$ cat config.mk
export PLATFORM = sky130hd
export DESIGN_NAME = dct_timer
export DESIGN_NICKNAME = d
export VERILOG_FILES = /design/src/rtl/dct_pkg.sv /design/src/rtl/dct_counter.sv /design/src/rtl/dct_compare.sv /design/src/rtl/dct_timer.sv
export SDC_FILE = /design/constraint.sdc
export NUM_CORES = 1
export LEC_CHECK = 0
export BUFFER_PORTS_ARGS = -buffer_cell sky130_fd_sc_hd__buf_4
export CAP_MARGIN = 20
export CORE_MARGIN = 2
export CORE_UTILIZATION = 65
export DETAILED_ROUTE_END_ITERATION = 6
export GPL_TIMING_DRIVEN = 0
export HOLD_SLACK_MARGIN = 0.15
export PLACE_DENSITY = 0.83
export SYNTH_ARGS = -nofsm -noshare
export SYNTH_HDL_FRONTEND = slang
export SYNTH_SLANG_ARGS = --single-unit
$ cat constraint.sdc
create_clock -name clk -period 5.15 [get_ports clk]
set_input_delay 0.515 -clock clk [delete_from_list [all_inputs] [get_ports clk]]
set_output_delay 0.515 -clock clk [all_outputs]
set_load 0.05 [all_outputs]
$ cat src/rtl/dct_pkg.sv
package dct_pkg;
    localparam int ADDR_W = 4;

    typedef enum logic [ADDR_W-1:0] {
        A_CTRL1   = 4'h0,
        A_CNT_HI  = 4'h1,
        A_CNT_LO  = 4'h2,
        A_CMP1_HI = 4'h3,
        A_CMP1_LO = 4'h4,
        A_CAP_HI  = 4'h5,
        A_CAP_LO  = 4'h6,
        A_CTRL2   = 4'h7,
        A_CMP2_HI = 4'h8,
        A_CMP2_LO = 4'h9
    } reg_addr_e;

    // control, flag and arm state held by the top
    typedef struct packed {
        logic en_cap;
        logic en_c1;
        logic en_ovf;
        logic lvl1;
        logic oe1;
        logic oe2;
        logic lvl2;
        logic en_c2;
        logic f_cap;
        logic f_c1;
        logic f_c2;
        logic f_ovf;
        logic a_cap;
        logic a_c1;
        logic a_c2;
        logic a_ovf;
    } ctl_state_t;
endpackage

$ cat src/rtl/dct_counter.sv
module dct_counter #(
    parameter int DATA_W = 8
) (
    input  logic                  clk,
    input  logic                  rst_n,
    input  logic                  inc,
    input  logic                  wr_hi,
    input  logic                  wr_lo,
    input  logic [DATA_W-1:0]     wdata,
    input  logic                  cap_edge,
    output logic [2*DATA_W-1:0]   cnt,
    output logic [2*DATA_W-1:0]   cnt_next,
    output logic [2*DATA_W-1:0]   cap,
    output logic                  step,
    output logic                  wrap
);
    localparam int CNT_W = 2 * DATA_W;
    localparam logic [CNT_W-1:0] ALL1   = {CNT_W{1'b1}};
    localparam logic [CNT_W-1:0] PRESET = ALL1 - CNT_W'(7);

    typedef struct packed {
        logic [CNT_W-1:0]  cnt;
        logic [DATA_W-1:0] hi_latch;
        logic [CNT_W-1:0]  cap;
    } cnt_state_t;

    cnt_state_t st_d, st_q;

    always_comb begin
        st_d = st_q;
        if (wr_hi) begin
            st_d.hi_latch = wdata;
            st_d.cnt      = PRESET;
        end else if (wr_lo) begin
            st_d.cnt = {st_q.hi_latch, wdata};
        end else if (inc) begin
            st_d.cnt = st_q.cnt + CNT_W'(1);
        end
        if (cap_edge) begin
            st_d.cap = st_q.cnt;
        end
    end

    always_ff @(posedge clk or negedge rst_n) begin
        if (!rst_n) begin
            st_q <= '0;
        end else begin
            st_q <= st_d;
        end
    end

    assign cnt      = st_q.cnt;
    assign cap      = st_q.cap;
    assign cnt_next = st_d.cnt;
    assign step     = inc & ~wr_hi & ~wr_lo;
    assign wrap     = step & (st_q.cnt == ALL1);


    preset_load_chk: assert property (@(posedge clk) disable iff (!rst_n)
        wr_hi |=> cnt == PRESET);


    count_wrap_chk: assert property (@(posedge clk) disable iff (!rst_n)
        (step && cnt == ALL1) |=> cnt == '0);


    capture_copy_chk: assert property (@(posedge clk) disable iff (!rst_n)
        cap_edge |=> cap == $past(cnt));
endmodule

$ cat src/rtl/dct_compare.sv
module dct_compare #(
    parameter int DATA_W = 8,
    parameter logic [2*DATA_W-1:0] RESET_VAL = '1
) (
    input  logic                  clk,
    input  logic                  rst_n,
    input  logic                  wr_hi,
    input  logic                  wr_lo,
    input  logic [DATA_W-1:0]     wdata,
    input  logic                  step,
    input  logic [2*DATA_W-1:0]   cnt_next,
    input  logic                  out_en,
    input  logic                  level,
    output logic [2*DATA_W-1:0]   cmp_val,
    output logic                  match,
    output logic                  pin
);
    localparam int CNT_W = 2 * DATA_W;

    typedef struct packed {
        logic [CNT_W-1:0] cmp;
        logic             pin;
    } cmp_state_t;

    cmp_state_t st_d, st_q;

    assign match = step & (cnt_next == st_q.cmp);

    always_comb begin
        st_d = st_q;
        if (wr_hi) begin
            st_d.cmp[CNT_W-1:DATA_W] = wdata;
        end
        if (wr_lo) begin
            st_d.cmp[DATA_W-1:0] = wdata;
        end
        if (match && out_en) begin
            st_d.pin = level;
        end
    end

    always_ff @(posedge clk or negedge rst_n) begin
        if (!rst_n) begin
            st_q.cmp <= RESET_VAL;
            st_q.pin <= 1'b0;
        end else begin
            st_q <= st_d;
        end
    end

    assign cmp_val = st_q.cmp;
    assign pin     = st_q.pin;


    pin_follow_chk: assert property (@(posedge clk) disable iff (!rst_n)
        (match && out_en) |=> pin == $past(level));


    pin_hold_chk: assert property (@(posedge clk) disable iff (!rst_n)
        !(match && out_en) |=> $stable(pin));
endmodule

$ cat src/rtl/dct_timer.sv
module dct_timer
    import dct_pkg::*;
#(
    parameter int DATA_W  = 8,
    parameter int PORT_W  = 8,
    parameter int PIN_CH1 = 1,
    parameter int PIN_CH2 = 5
) (
    input  logic                clk,
    input  logic                rst_n,
    input  logic                count_en,
    input  logic                cap_edge,
    input  logic                bus_sel,
    input  logic                bus_wr,
    input  logic [ADDR_W-1:0]   bus_addr,
    input  logic [DATA_W-1:0]   bus_wdata,
    output logic [DATA_W-1:0]   bus_rdata,
    output logic [3:0]          irq_req,
    output logic [PORT_W-1:0]   pin_dir_force,
    output logic [PORT_W-1:0]   pin_level
);
    localparam int CNT_W = 2 * DATA_W;
    localparam int NCH   = 2;

    logic rd, wr;
    logic rd_ctrl1, rd_ctrl2, rd_cap_hi, rd_cnt_hi, rd_cmp1, rd_cmp2;
    logic wr_ctrl1, wr_ctrl2, wr_cnt_hi, wr_cnt_lo;

    assign rd = bus_sel & ~bus_wr;
    assign wr = bus_sel & bus_wr;

    assign rd_ctrl1  = rd & (bus_addr == A_CTRL1);
    assign rd_ctrl2  = rd & (bus_addr == A_CTRL2);
    assign rd_cap_hi = rd & (bus_addr == A_CAP_HI);
    assign rd_cnt_hi = rd & (bus_addr == A_CNT_HI);
    assign rd_cmp1   = rd & ((bus_addr == A_CMP1_HI) | (bus_addr == A_CMP1_LO));
    assign rd_cmp2   = rd & ((bus_addr == A_CMP2_HI) | (bus_addr == A_CMP2_LO));
    assign wr_ctrl1  = wr & (bus_addr == A_CTRL1);
    assign wr_ctrl2  = wr & (bus_addr == A_CTRL2);
    assign wr_cnt_hi = wr & (bus_addr == A_CNT_HI);
    assign wr_cnt_lo = wr & (bus_addr == A_CNT_LO);

    ctl_state_t st_d, st_q;

    logic [CNT_W-1:0] cnt, cnt_next, cap;
    logic             step, wrap;

    dct_counter #(.DATA_W(DATA_W)) u_counter (
        .clk      (clk),
        .rst_n    (rst_n),
        .inc      (count_en),
        .wr_hi    (wr_cnt_hi),
        .wr_lo    (wr_cnt_lo),
        .wdata    (bus_wdata),
        .cap_edge (cap_edge),
        .cnt      (cnt),
        .cnt_next (cnt_next),
        .cap      (cap),
        .step     (step),
        .wrap     (wrap)
    );

    logic [NCH-1:0]   c_oe, c_lvl, c_match, c_pin, c_wr_hi, c_wr_lo;
    logic [CNT_W-1:0] c_val [NCH];

    assign c_oe  = {st_q.oe2, st_q.oe1};
    assign c_lvl = {st_q.lvl2, st_q.lvl1};

    for (genvar g = 0; g < NCH; g++) begin : g_cmp
        localparam logic [ADDR_W-1:0] HI_A = (g == 0) ? A_CMP1_HI : A_CMP2_HI;
        localparam logic [ADDR_W-1:0] LO_A = (g == 0) ? A_CMP1_LO : A_CMP2_LO;
        assign c_wr_hi[g] = wr & (bus_addr == HI_A);
        assign c_wr_lo[g] = wr & (bus_addr == LO_A);
        dct_compare #(.DATA_W(DATA_W), .RESET_VAL({CNT_W{1'b1}})) u_cmp (
            .clk      (clk),
            .rst_n    (rst_n),
            .wr_hi    (c_wr_hi[g]),
            .wr_lo    (c_wr_lo[g]),
            .wdata    (bus_wdata),
            .step     (step),
            .cnt_next (cnt_next),
            .out_en   (c_oe[g]),
            .level    (c_lvl[g]),
            .cmp_val  (c_val[g]),
            .match    (c_match[g]),
            .pin      (c_pin[g])
        );
    end

    always_comb begin
        st_d = st_q;
        if (wr_ctrl1) begin
            {st_d.en_cap, st_d.en_c1, st_d.en_ovf} = bus_wdata[4:2];
            st_d.lvl1 = bus_wdata[0];
        end
        if (wr_ctrl2) begin
            {st_d.en_c2, st_d.lvl2, st_d.oe2, st_d.oe1} = bus_wdata[3:0];
        end
        // status reads arm the flags they show
        if (rd_ctrl1) begin
            if (st_q.f_cap) st_d.a_cap = 1'b1;
            if (st_q.f_c1)  st_d.a_c1  = 1'b1;
            if (st_q.f_ovf) st_d.a_ovf = 1'b1;
        end
        if (rd_ctrl2) begin
            if (st_q.f_cap) st_d.a_cap = 1'b1;
            if (st_q.f_c1)  st_d.a_c1  = 1'b1;
            if (st_q.f_c2)  st_d.a_c2  = 1'b1;
        end
        // data reads clear armed flags
        if (rd_cap_hi && st_q.a_cap) begin
            st_d.f_cap = 1'b0;
            st_d.a_cap = 1'b0;
        end
        if (rd_cmp1 && st_q.a_c1) begin
            st_d.f_c1 = 1'b0;
            st_d.a_c1 = 1'b0;
        end
        if (rd_cmp2 && st_q.a_c2) begin
            st_d.f_c2 = 1'b0;
            st_d.a_c2 = 1'b0;
        end
        if (rd_cnt_hi && st_q.a_ovf) begin
            st_d.f_ovf = 1'b0;
            st_d.a_ovf = 1'b0;
        end
        // new events win and cancel any arming
        if (cap_edge) begin
            st_d.f_cap = 1'b1;
            st_d.a_cap = 1'b0;
        end
        if (c_match[0]) begin
            st_d.f_c1 = 1'b1;
            st_d.a_c1 = 1'b0;
        end
        if (c_match[1]) begin
            st_d.f_c2 = 1'b1;
            st_d.a_c2 = 1'b0;
        end
        if (wrap) begin
            st_d.f_ovf = 1'b1;
            st_d.a_ovf = 1'b0;
        end
    end

    always_ff @(posedge clk or negedge rst_n) begin
        if (!rst_n) begin
            st_q <= '0;
        end else begin
            st_q <= st_d;
        end
    end

    logic [7:0] ctrl1_b, ctrl2_b;
    assign ctrl1_b = {st_q.f_cap, st_q.f_c1, st_q.f_ovf, st_q.en_cap,
                      st_q.en_c1, st_q.en_ovf, 1'b0, st_q.lvl1};
    assign ctrl2_b = {st_q.f_cap, st_q.f_c1, st_q.f_c2, 1'b1,
                      st_q.en_c2, st_q.lvl2, st_q.oe2, st_q.oe1};

    always_comb begin
        unique case (bus_addr)
            A_CTRL1:   bus_rdata = DATA_W'(ctrl1_b);
            A_CTRL2:   bus_rdata = DATA_W'(ctrl2_b);
            A_CNT_HI:  bus_rdata = cnt[CNT_W-1:DATA_W];
            A_CNT_LO:  bus_rdata = cnt[DATA_W-1:0];
            A_CMP1_HI: bus_rdata = c_val[0][CNT_W-1:DATA_W];
            A_CMP1_LO: bus_rdata = c_val[0][DATA_W-1:0];
            A_CMP2_HI: bus_rdata = c_val[1][CNT_W-1:DATA_W];
            A_CMP2_LO: bus_rdata = c_val[1][DATA_W-1:0];
            A_CAP_HI:  bus_rdata = cap[CNT_W-1:DATA_W];
            A_CAP_LO:  bus_rdata = cap[DATA_W-1:0];
            default:   bus_rdata = '0;
        endcase
    end

    assign irq_req = {st_q.f_ovf & st_q.en_ovf, st_q.f_c2 & st_q.en_c2,
                      st_q.f_c1 & st_q.en_c1, st_q.f_cap & st_q.en_cap};

    always_comb begin
        pin_dir_force          = '0;
        pin_dir_force[PIN_CH1] = st_q.oe1;
        pin_dir_force[PIN_CH2] = st_q.oe2;
        pin_level              = '0;
        pin_level[PIN_CH1]     = c_pin[0];
        pin_level[PIN_CH2]     = c_pin[1];
    end


    cmp1_hold_chk: assert property (@(posedge clk) disable iff (!rst_n)
        (rd_cmp1 && !st_q.a_c1 && st_q.f_c1) |=> st_q.f_c1);


    cap_clear_chk: assert property (@(posedge clk) disable iff (!rst_n)
        (rd_cap_hi && st_q.a_cap && !cap_edge) |=> !st_q.f_cap);


    ctrl2_keep_chk: assert property (@(posedge clk) disable iff (!rst_n)
        (wr_ctrl2 && !c_match[1] && !rd_cmp2) |=> st_q.f_c2 == $past(st_q.f_c2));


    cap_flag_chk: assert property (@(posedge clk) disable iff (!rst_n)
        cap_edge |=> st_q.f_cap);


    rearm_cancel_chk: assert property (@(posedge clk) disable iff (!rst_n)
        c_match[0] |=> !st_q.a_c1);
endmodule

=== Word level (Yosys, flattened, before mapping) ===
Cells that the tools add are included.

* Add/sub/neg operators: 1
* Equal/unequal tests: 12
* Muxes and demuxes: 29
* Bitwise operators: 30
* Reductions and logical operators: 17

{| class="wikitable"
|+ Operators with widths
! operator !! number
|-
| $pmux 8 s10 || 1
|-
| $mux 16 || 3
|-
| $eq 16x16->1 || 2
|-
| $and 1x1->1 || 25
|-
| $mux 1 || 23
|-
| $add 16x1->16 const B || 1
|-
| $eq 16x16->1 const B || 1
|-
| $eq 4x3->1 const B || 4
|-
| $reduce_bool 3->1 || 4
|-
| $eq 4x2->1 const B || 2
|-
| $eq 4x4->1 const B || 2
|-
| $reduce_bool 2->1 || 4
|-
| $logic_and 1x1->1 || 6
|-
| $eq 4x1->1 const B || 1
|-
| $logic_not 4->1 || 1
|-
| $reduce_and 2->1 || 2
|-
| $mux 3 || 1
|-
| $not 1->1 || 3
|-
| $mux 2 || 1
|-
| $or 1x1->1 || 2
|}

* Register bits: 90
* Input port bits: 18
* Word-level logic and storage cells: 114

=== Depth between registers and ports, before layout ===
* Depth after elaboration: 8
* Mapped depth: 10
* Gate-level depth less buffers: 9

=== Cells and area by module ===
Synthesis repeated with hierarchy kept, for this count alone.

* Cell total of the unflattened synthesis: 523
* Area total of the unflattened synthesis: 5594.1 um2

{| class="wikitable"
|+ Modules (own cells, without submodules)
! module !! instances !! cells an instance !! area each (um2) !! sequential area each (um2)
|-
| dct_counter || 1 || 192 || 2145.8 || 1001.0
|-
| dct_timer || 1 || 199 || 1756.7 || 400.4
|-
| dct_compare || 2 || 66 || 845.8 || 445.4
|}

=== Least setup slack after synthesis ===
No wires, ideal clock.

* Kind: input-to-output
* From: input bus_addr[1]
* To: output bus_rdata[4]
* Arrival time: 3131 ps
* Required time: 4635 ps
* Slack: 1504 ps
* Cell stages on the path: 5
* Path through: buf_2 -> nor2b_1 -> clkbuf_1 -> a22oi_1 -> o311ai_0

* Word-level cells in the longest chain between the ends: 2
* Elaborated cells between the ends (all ways): 11

{| class="wikitable"
|+ RTL lines
! item !! RTL line !! source
|-
| start: declaration || dct_timer.sv:15 || <nowiki>input logic [ADDR_W-1:0] bus_addr,</nowiki>
|-
| $eq 4x3->1 (tied with other cells) || dct_timer.sv:161 || <nowiki>unique case (bus_addr)</nowiki>
|-
| $pmux 8 s10 * || dct_timer.sv:161 ||
|-
| end: declaration || dct_timer.sv:17 || <nowiki>output logic [DATA_W-1:0] bus_rdata,</nowiki>
|}

Mark *: on every way between the ends. The rest lies on a longest branch, timed or not.

=== Worst setup path in the final report ===
* From: input bus_addr[0]
* To: output bus_rdata[2]

The elaborated chain is that of the path after synthesis.

==> results.md <==
* First-pass GRT wire length at about 27 mm
* DP Cell Count at 702
* Count of different cell masters after synthesis at 74
* Hold path start: bus_wdata[6]
* Post-synthesis sequential element count at 90
* Via count at a little under 5000
* Cell Rows at 33
* Post-layout net count at between 600 and 700
* Max_cap viols at 0
* Hold Fails Final Rpt at 0
* Dpl cell area at roughly 5900 µm²
* Sequential area share after synthesis at approximately two fifths
* CP top delay family: buffers and inverters
* Detailed placement HPWL at 13.1 mm
* Main synth FF type: dfrtp_1
* Core area at between 8000 and 9000 µm²
* Post-CTS Setup Bufs at 0
* Ys Warns at 0
* Total track usage at roughly two fifths
* Post-Route WL at between 15 and 20 mm
* Crit path from: bus_addr[0]
* Chip height at roughly 96 µm
* Critical-path cell list: buf_6, clkbuf_1, buf_1, mux2i_1, nor2_1, a221oi_1, o211ai_1, buf_4
* Final GP Congestion at just over 1
* Worst vdd ir at about 0.00030 V
* Clock root buffer: clkbuf_8
* Die footprint at roughly 9200 µm²
* TritonCTS Buffers at 9
* Worst EP required at around 4600 ps
* Vias in the first global route at between 4000 and 5000
* Antenna fix cells at 0
* Cells on Worst Hold Path at 3
* Reg clk slew, reported paths at roughly 100 ps
* Sink Count at 90
* Worst R2R End: g_cmp[0].u_cmp.pin
* Final Skew at about 14 ps
* Tightest Pin Transition at approximately 830 ps
* FF-to-FF Start: u_counter.cnt[1]
* Critical Path Sink Type: primary output
* Mean Syn Cell Area at between 9 and 10 µm²
* Status: finished, final reports clean
* RSZ-0062 raised after global routing: no
* Post-Synthesis Cells at approximately 560
* Finished Layout Cells at just over 700
* Worst hold path class: primary input to flip-flop
* DR WL/cell at about 25 µm
* CP Data Arrival Time at ~3000 ps
* Hold Path Sink: g_cmp[0].u_cmp.cmp_val[6]
* Final instance area at 6110 µm²
* R2R depth at 9
* P per Cell Area at 427 nW/µm²
* Post-synth ARST share at 100%
* CTS tree: built
* Initial antenna violation count at 0
* CP max stage cell: buf_1
* Avg Vias per Cell at approximately 6.8
* Post-synth EDFFs at 0
* H-Tree Depth at 3
* Port Buf Inserts at 29
* Layout cell share with drive strength beyond 1 at about 29%
* Worst R2R Setup Slack at approximately 1600 ps
* DRT antenna net count at 0
* Leak pwr at between 0.002 and 0.003 µW
* Startpoint types: primary input
* Fmax at 278 MHz
* Initial drt markers at between 600 and 700
* # DRC at 0
* Total grt overflow at 0
* Initial Util at ~67%
* Max-slew violation count at 0
* Final setup vio count at 0
* I/O pin cnt at 46
* Worst path bufs/invs at 4
* Clk buf depth at 2
* Final Critical Period at between 3000 and 4000 ps
* Post-synthesis cell area at between 5000 and 6000 µm²
* Die width at roughly 96 µm
* TNS Setup at 0 ps
* Area grow syn2layout at 11.5%
* Pin count of the biggest net entering global routing at a little over 90
* Max FO, Critical Path at 10
* Tcrit/Tclk final at 69.8%
* Skew-Pair Late Insertion Delay at between 300 and 400 ps
* 1st-pass router iterations at 6
* Setup CP Type: primary input to primary output
* Crit-path max cell delay at approximately 700 ps
* Slew HR at around 45%
area by class of cell:
class / instances / area, µm²
clock buffers: 11 / 131
repair buffers: 35 / 280
inverters: 16 / 60.1
plain buffers: 44 / 259
fillers: 590 / 2070
clock inverters: 5 / 38.8
well taps: 105 / 131
flip-flops and latches: 90 / 2290
multi-input cells: 416 / 2920
state kept, by name, summed over array words and instances, names as in the netlist:
signal / cells
c_lvl: 2
ctrl1_b: 6
ctrl2_b: 2
g_cmp.u_cmp.cmp_val: 32
g_cmp.u_cmp.pin: 2
pin_dir_force: 2
st_q: 4
u_counter.cap: 16
u_counter.cnt: 16
u_counter.st_q: 8
cell usage in the layout (no fill, tap or decap), drive strengths merged, types with 13 or more instances in the layout:
master  count
clkbuf     28
mux2       58
dfrtp      58
a21oi      18
buf        61
nand2      49
nor2       32
nand4      16
nor3       13
o21ai      31
dfstp      32
mux2i      16
inv        17
nand3      23
power by group:
part           switching (µW)  internal [µW]  total, µW
logic                     583            410        994
registers                 237            931       1170
clock network             271            178        449
total                    1090           1520       2610
kinds of logic (layout without fill, tap and decap cells):
kind of cell               after synthesis  in the layout  share of synthesized area [%]
AOI/OAI and AO/OA                      111            111                           14.0
xor gates and xnor gates                21             21                           3.36
adders and majority gates                1              1                          0.228
buffers and inverters                   60            111                           5.82
DFF                                     90             90                           41.8
muxes                                   74             74                           14.9
other                                    1             12                         0.0684
and+or+nand+nor                        197            197                           19.7
worst min-delay path, cell delays in order:
cell	delay, ps
buf_4	150
nand2_1	60
o21ai_0	70
worst max-delay path by stage:
stage                          to  slack [ps]  depth (start not counted)
2_1_floorplan        bus_rdata[4]        1500                          5
3_3_place_gp   g_cmp[0].u_cmp.pin        1640                         10
3_5_place_dp         bus_rdata[2]        1660                          8
4_1_cts              bus_rdata[2]        1660                          8
5_1_grt              bus_rdata[2]        1490                          8
6_report             bus_rdata[2]        1550                          8
metrics by stage:
stage               worst slack (ps)  util [%]  power [µW]  hold slack, ps
floorplan                       1500         -        1790             219
global placement                1640      71.8        2090             462
detailed placement              1660      72.0        2120             464
CTS                             1660      74.1        2560             400
global route                    1490      74.7        2720             434
finish                          1550      74.7        2610             418
repair_timing:
| action | in CTS | in global routing |
|---|---|---|
| resized for setup | 0 | 0 |
| endpoints found under the hold margin | 0 | 26 |
| hold buffers | 0 | 1 |
synth_stat cells, types with 3 or more instances:
library cell	instances	share of area, %
nor2b_1	6	0.69
buf_2	6	0.55
o211ai_1	3	0.41
and3_1	6	0.69
a211oi_1	3	0.41
o21ai_0	30	2.7
or3_1	7	0.80
and2_1	8	0.91
nand4b_1	4	0.64
o311a_1	3	0.55
clkbuf_1	16	1.1
xnor2_1	9	1.4
o22a_1	3	0.48
o31a_1	4	0.64
nor4_1	11	1.3
xor2_1	12	1.9
a31oi_1	6	0.69
a221oi_1	3	0.48
o21a_1	4	0.55
nor2_1	31	2.1
o221ai_1	3	0.48
nand3_1	23	2.1
inv_1	16	1.1
dfstp_2	32	15
nand4_1	16	1.8
nand2b_1	5	0.57
a21o_1	3	0.41
mux2i_1	16	2.9
buf_4	17	2.3
nand2_1	47	3.2
mux2_2	56	12
buf_6	3	0.62
a22oi_1	7	0.96
nor3_1	12	1.1
dfrtp_1	58	26
a21oi_1	18	1.6
per-layer routing:
layer / wire (µm) / up-vias / global-route usage (%)
met2: 8190 / 353 / 61.5
met3: 1990 / 55 / 9.01
met5: 0 / - / 0
met1: 6950 / 2367 / 54.9
met4: 565 / 0 / 17.4
li1: - / 2127 / -
No activity file was read; power rests on OpenSTA's default activity.
